===== src/rtl/e3_rai_pkg.sv =====
package e3_rai_pkg;
  // Strobes from the control to the datapath, valid for one clock.
  typedef struct packed {
    logic cntClr;
    logic cntInc;
    logic defToggle;
    logic defClr;
    logic febeHit;
    logic bipSample;
  } raiStrobe_t;
endpackage


===== src/rtl/e3_rai_ctrl.sv =====
module e3_rai_ctrl
  import e3_rai_pkg::*;
#(
  parameter int CNT_W     = 3,
  parameter int SHORT_RUN = 3,
  parameter int LONG_RUN  = 5
) (
  input  logic             frameStb,
  input  logic             aBit,
  input  logic             cfgLongRun,
  input  logic             cfgParityEn,
  input  logic [CNT_W-1:0] runCnt,
  input  logic             defState,
  output raiStrobe_t       strb
);
  localparam logic [CNT_W-1:0] SHORT_LIM = CNT_W'(SHORT_RUN);
  localparam logic [CNT_W-1:0] LONG_LIM  = CNT_W'(LONG_RUN);

  logic [CNT_W-1:0] runLimit;
  logic [CNT_W-1:0] nextCnt;

  assign runLimit = cfgLongRun ? LONG_LIM : SHORT_LIM;
  assign nextCnt  = runCnt + 1'b1;

  always_comb begin
    strb = '0;
    if (cfgParityEn) begin
      strb.cntClr    = 1'b1;
      strb.defClr    = 1'b1;
      strb.febeHit   = frameStb & aBit;
      strb.bipSample = frameStb;
    end else if (frameStb) begin
      if (aBit != defState) begin
        if (nextCnt >= runLimit) begin
          strb.defToggle = 1'b1;
          strb.cntClr    = 1'b1;
        end else begin
          strb.cntInc = 1'b1;
        end
      end else begin
        strb.cntClr = 1'b1;
      end
    end
  end
endmodule


===== src/rtl/e3_rai_dp.sv =====
module e3_rai_dp
  import e3_rai_pkg::*;
#(
  parameter int CNT_W = 3,
  parameter int BIP_W = 4
) (
  input  logic             clk,
  input  logic             rstN,
  input  raiStrobe_t       strb,
  input  logic [BIP_W-1:0] bipRx,
  input  logic [BIP_W-1:0] bipCalc,
  output logic [CNT_W-1:0] runCnt,
  output logic             defState,
  output logic             febeQ,
  output logic             bipErrQ
);
  logic bipMismatch;
  assign bipMismatch = |(bipRx ^ bipCalc);

  always_ff @(posedge clk or negedge rstN) begin
    if (!rstN) begin
      runCnt <= '0;
    end else if (strb.cntClr) begin
      runCnt <= '0;
    end else if (strb.cntInc) begin
      runCnt <= runCnt + 1'b1;
    end
  end

  always_ff @(posedge clk or negedge rstN) begin
    if (!rstN) begin
      defState <= 1'b0;
    end else if (strb.defClr) begin
      defState <= 1'b0;
    end else if (strb.defToggle) begin
      defState <= ~defState;
    end
  end

  always_ff @(posedge clk or negedge rstN) begin
    if (!rstN) begin
      febeQ   <= 1'b0;
      bipErrQ <= 1'b0;
    end else begin
      febeQ   <= strb.febeHit;
      bipErrQ <= strb.bipSample & bipMismatch;
    end
  end
endmodule


===== src/rtl/e3_remote_alarm_mon.sv =====
module e3_remote_alarm_mon
  import e3_rai_pkg::*;
#(
  parameter int SHORT_RUN = 3,
  parameter int LONG_RUN  = 5,
  parameter int BIP_W     = 4
) (
  input  logic             clk,
  input  logic             rstN,
  input  logic             frameStb,
  input  logic             aBit,
  input  logic [BIP_W-1:0] bipRx,
  input  logic [BIP_W-1:0] bipCalc,
  input  logic             cfgLongRun,
  input  logic             cfgParityEn,
  output logic             remoteDefect,
  output logic             febePulse,
  output logic             bipErrPulse
);
  localparam int MAX_RUN = (LONG_RUN > SHORT_RUN) ? LONG_RUN : SHORT_RUN;
  localparam int CNT_W   = $clog2(MAX_RUN + 1);

  raiStrobe_t       strb;
  logic [CNT_W-1:0] runCnt;
  logic             defState;

  e3_rai_ctrl #(
    .CNT_W(CNT_W), .SHORT_RUN(SHORT_RUN), .LONG_RUN(LONG_RUN)
  ) u_ctrl (
    .frameStb   (frameStb),
    .aBit       (aBit),
    .cfgLongRun (cfgLongRun),
    .cfgParityEn(cfgParityEn),
    .runCnt     (runCnt),
    .defState   (defState),
    .strb       (strb)
  );

  e3_rai_dp #(
    .CNT_W(CNT_W), .BIP_W(BIP_W)
  ) u_dp (
    .clk     (clk),
    .rstN    (rstN),
    .strb    (strb),
    .bipRx   (bipRx),
    .bipCalc (bipCalc),
    .runCnt  (runCnt),
    .defState(defState),
    .febeQ   (febePulse),
    .bipErrQ (bipErrPulse)
  );

  // Parity mode masks the stored defect in the same cycle.
  assign remoteDefect = defState & ~cfgParityEn;
endmodule


===== config.mk =====
export PLATFORM = sky130hd
export DESIGN_NAME = e3_remote_alarm_mon
export DESIGN_NICKNAME = d
export VERILOG_FILES = /design/src/rtl/e3_rai_pkg.sv /design/src/rtl/e3_rai_ctrl.sv /design/src/rtl/e3_rai_dp.sv /design/src/rtl/e3_remote_alarm_mon.sv
export SDC_FILE = /design/constraint.sdc
export NUM_CORES = 1
export LEC_CHECK = 0
export ABC_AREA = 1
export BUFFER_PORTS_ARGS = -buffer_cell sky130_fd_sc_hd__buf_2
export CORE_MARGIN = 3
export CORE_UTILIZATION = 35
export DETAILED_ROUTE_END_ITERATION = 16
export GPL_ROUTABILITY_DRIVEN = 0
export PLACE_DENSITY = 0.63
export SETUP_SLACK_MARGIN = 0.3
export SYNTH_ARGS = -nofsm -noshare
export SYNTH_HDL_FRONTEND = slang
export SYNTH_SLANG_ARGS = --single-unit

===== constraint.sdc =====
create_clock -name clk -period 3.25 [get_ports clk]
set_input_delay 0.325 -clock clk [delete_from_list [all_inputs] [get_ports clk]]
set_output_delay 0.325 -clock clk [all_outputs]
set_load 0.01 [all_outputs]

==> impl_metrics.ini <==
[final_layout]
final_layout_size_suffix_gt1_share_pct = 37.93
fin_util_pct = 50.64
fill_cells = 129
final_cell_mix = nand2_1 (23), buf_2 (16), inv_1 (11)
diodes = 0
final_common_cell = nand2_1
nNetsFinal = 106
syn2layout_area_growth_pct = 28.11

[synth]
synth_compound_area_share_pct = 0
ys_seq_area_share_pct = 32.43
synth_top_family_by_area = simple AND/OR/NAND/NOR gates
synth_seq_cells = 6
synth.avg_cell_area_um2 = 6.910
syn_nets = 84
synthSimpleGateAreaFrac_pct = 42.70
yosysWarnings = 0
synth_top_area_share_pct = 32.43
synth_area_leaders = dfrtp_1 (32%), nand2_1 (19%), inv_1 (8.9%), ha_1 (8.1%), nand2_2 (5.4%)
yosysTopAreaCell = dfrtp_1
syn_inst = 67
synth.area.mux_share_pct = 0
synth-xor-area-share_pct = 3.784
syn_area_um2 = 462.9
ys_types = 15
synthAdderAreaFrac_pct = 8.108

[detailed_routing]
drt_drc_violations_left = 0
dr.pass1.iters = 4
routed_wl_um = 838
drt_iter0_drc = 4
wl_per_cell_um = 8.297
ant_nets = 0
routed_via_density = 4.257
vias = 430

[timing]
skew_ns = 0.0003405
fmax_ghz = 0.6673
rsz0062_at_grt = false
finalCritPeriodShare_pct = 46.11
worst_pin_slew_ns = 0.1910
slew_viol_final = 0
setup_tns_ns = 0
setup_viol = 0
slew_headroom_pct = 87.22
fin_crit_ns = 1.499
hold_violations = 0
fin_ws_ns = 1.751

[grt]
grt_max_degree = 7
antenna_found_initial = 0
grt_pass1_vias = 408
grt-ovfl-total = 0
grt_pass1_wl_mm = 1.524
track_usage_pct = 11.78

[setup_path]
worst_ep_required_time_ns = 3.38
worstPathArrival_ns = 1.63
crit_fanout = 3
path_cells = ha_1, xor2_1, ha_1, inv_1, nand2_4, nand3_2, nand2_1, nand2_1, inv_1
crit_path_top_delay_cell = dfrtp_1
startpoint_type = register
critPathKind = register to register
cp-end-kind = register
slowest_delay_ns = 0.39

[clock_network]
ctsLongestPathBuffers = 2
tritoncts = built
clkLatencyLatePin_ns = 0.24
root_buffer = clkbuf_4
cts_buffers = 3
htreeDepth = 1
path_clk_slew_ns = 0.04
postCtsSetupRepairBufs = 0
cts_sinks = 6

[worst_hold_path]
hold_path.class = input pin to register

[floorplan]
coreArea_um2 = 1171
die_area_um2 = 1795
start_util_pct = 39.53
io-pin-count = 17
die-width_um = 42.37
rows = 12
die_h_um = 42.37

[placed_design]
pre_cts_slack_ns = 1.735
dpl.hpwl_um = 777.9
port_buffers = 16

[power]
peakVddDrop_v = 0.0001631
p_per_area_nw_per_um2 = 330.6
leakagePower_nw = 0.3917

[outcome]
status = finished, final reports clean

[run]
drv_cap = 0
[cell usage after synthesis, drive strengths merged]
master	n
ha	3
xor2	1
nand3	4
nor2	6
dfrtp	6
xnor2	1
nand4	1
nand2	29
inv	16
[repair_timing]
| action | in CTS | in global routing |
|---|---|---|
| endpoints found under the setup margin | 0 | 0 |
| hold buffers | 1 | 0 |
| resized for setup | 0 | 0 |
| endpoints found under the hold margin | 6 | 0 |
[path summary, 6_finish.rpt]
| kind | start | to | slack (ns) | depth (start not counted) |
|---|---|---|---|---|
| worst max-delay path | u_dp.runCnt[0]$_DFFE_PN0P_ | u_dp.defState$_DFFE_PN0P_ | 1.75 | 9 |
| min in group asynchronous | rstN | u_dp.bipErrQ$_DFF_PN0_ | 0.44 | 2 |
| worst max register to register | u_dp.runCnt[0]$_DFFE_PN0P_ | u_dp.defState$_DFFE_PN0P_ | 1.75 | 9 |
| max in group asynchronous | rstN | u_dp.febeQ$_DFF_PN0_ | 2.67 | 2 |
| worst min-delay path | aBit | u_dp.febeQ$_DFF_PN0_ | 0.34 | 3 |
| worst min register to register | u_dp.runCnt[2]$_DFFE_PN0P_ | u_dp.runCnt[2]$_DFFE_PN0P_ | 0.50 | 2 |
[worst max-delay path: cells and delay by family, from the launching register on]
kind | cells | cell delay (ns)
simple gates | 4 | 0.23
flops | 1 | 0.39
buf+inv | 2 | 0.13
fa+ha+maj | 2 | 0.47
xor+xnor | 1 | 0.18
[layer usage]
metal / vias to the layer above / routed length [um] / global-route usage [%] / share of wire, %
li1: 236 / - / - / -
met3: 2 / 57 / 3.863 / 6.8
met5: - / 0 / 0 / 0
met2: 15 / 426 / 19.45 / 51
met1: 177 / 336 / 11.95 / 40
met4: 0 / 17 / 9.317 / 2.0
[state kept, by name, summed over array words and instances, names as in the netlist]
name	cells
u_dp.runCnt	3
u_dp.bipErrQ	1
u_dp.defState	1
u_dp.febeQ	1
[layout make-up]
class                           instances  area (um2)  share of cell area (%)
Tap cell                               14       17.52                   2.954
Inverter                               16       60.06                   10.13
Timing Repair Buffer                   17       90.09                   15.19
Multi-Input combinational cell         45       252.7                   42.62
Sequential cell                         6       150.1                   25.32
Clock buffer                            3       22.52                   3.797
[cells by family (layout without fill, tap and decap cells)]
kind of cell               count (synthesis)  after routing
buffers and inverters                     16             36
xor gates and xnor gates                   2              2
and+or+nand+nor                           40             40
adders and majority gates                  3              3
DFF                                        6              6
[metrics by stage]
stage / hold slack, ns / std cells / total power (W) / instance area, um2
after floorplan: 0.02941 / 67 / 0.0001138 / 462.9
after global placement: 0.1514 / 97 / 0.0001303 / 560.5
after detailed placement: 0.1548 / 97 / 0.0001319 / 560.5
after CTS: 0.3399 / 101 / 0.0002012 / 593.1
after global routing: 0.3374 / 101 / 0.0002151 / 593.1
final: 0.3441 / 101 / 0.0001960 / 593.1
[power by group]
part / internal [W] / leakage (nW) / switching [W]
clock: 0.0000416 / 0.0138 / 0.0000237
combinational: 0.0000213 / 0.297 / 0.0000288
sequential: 0.0000786 / 0.0813 / 0.00000211
Note: power is estimated with default switching activity, not from simulation.
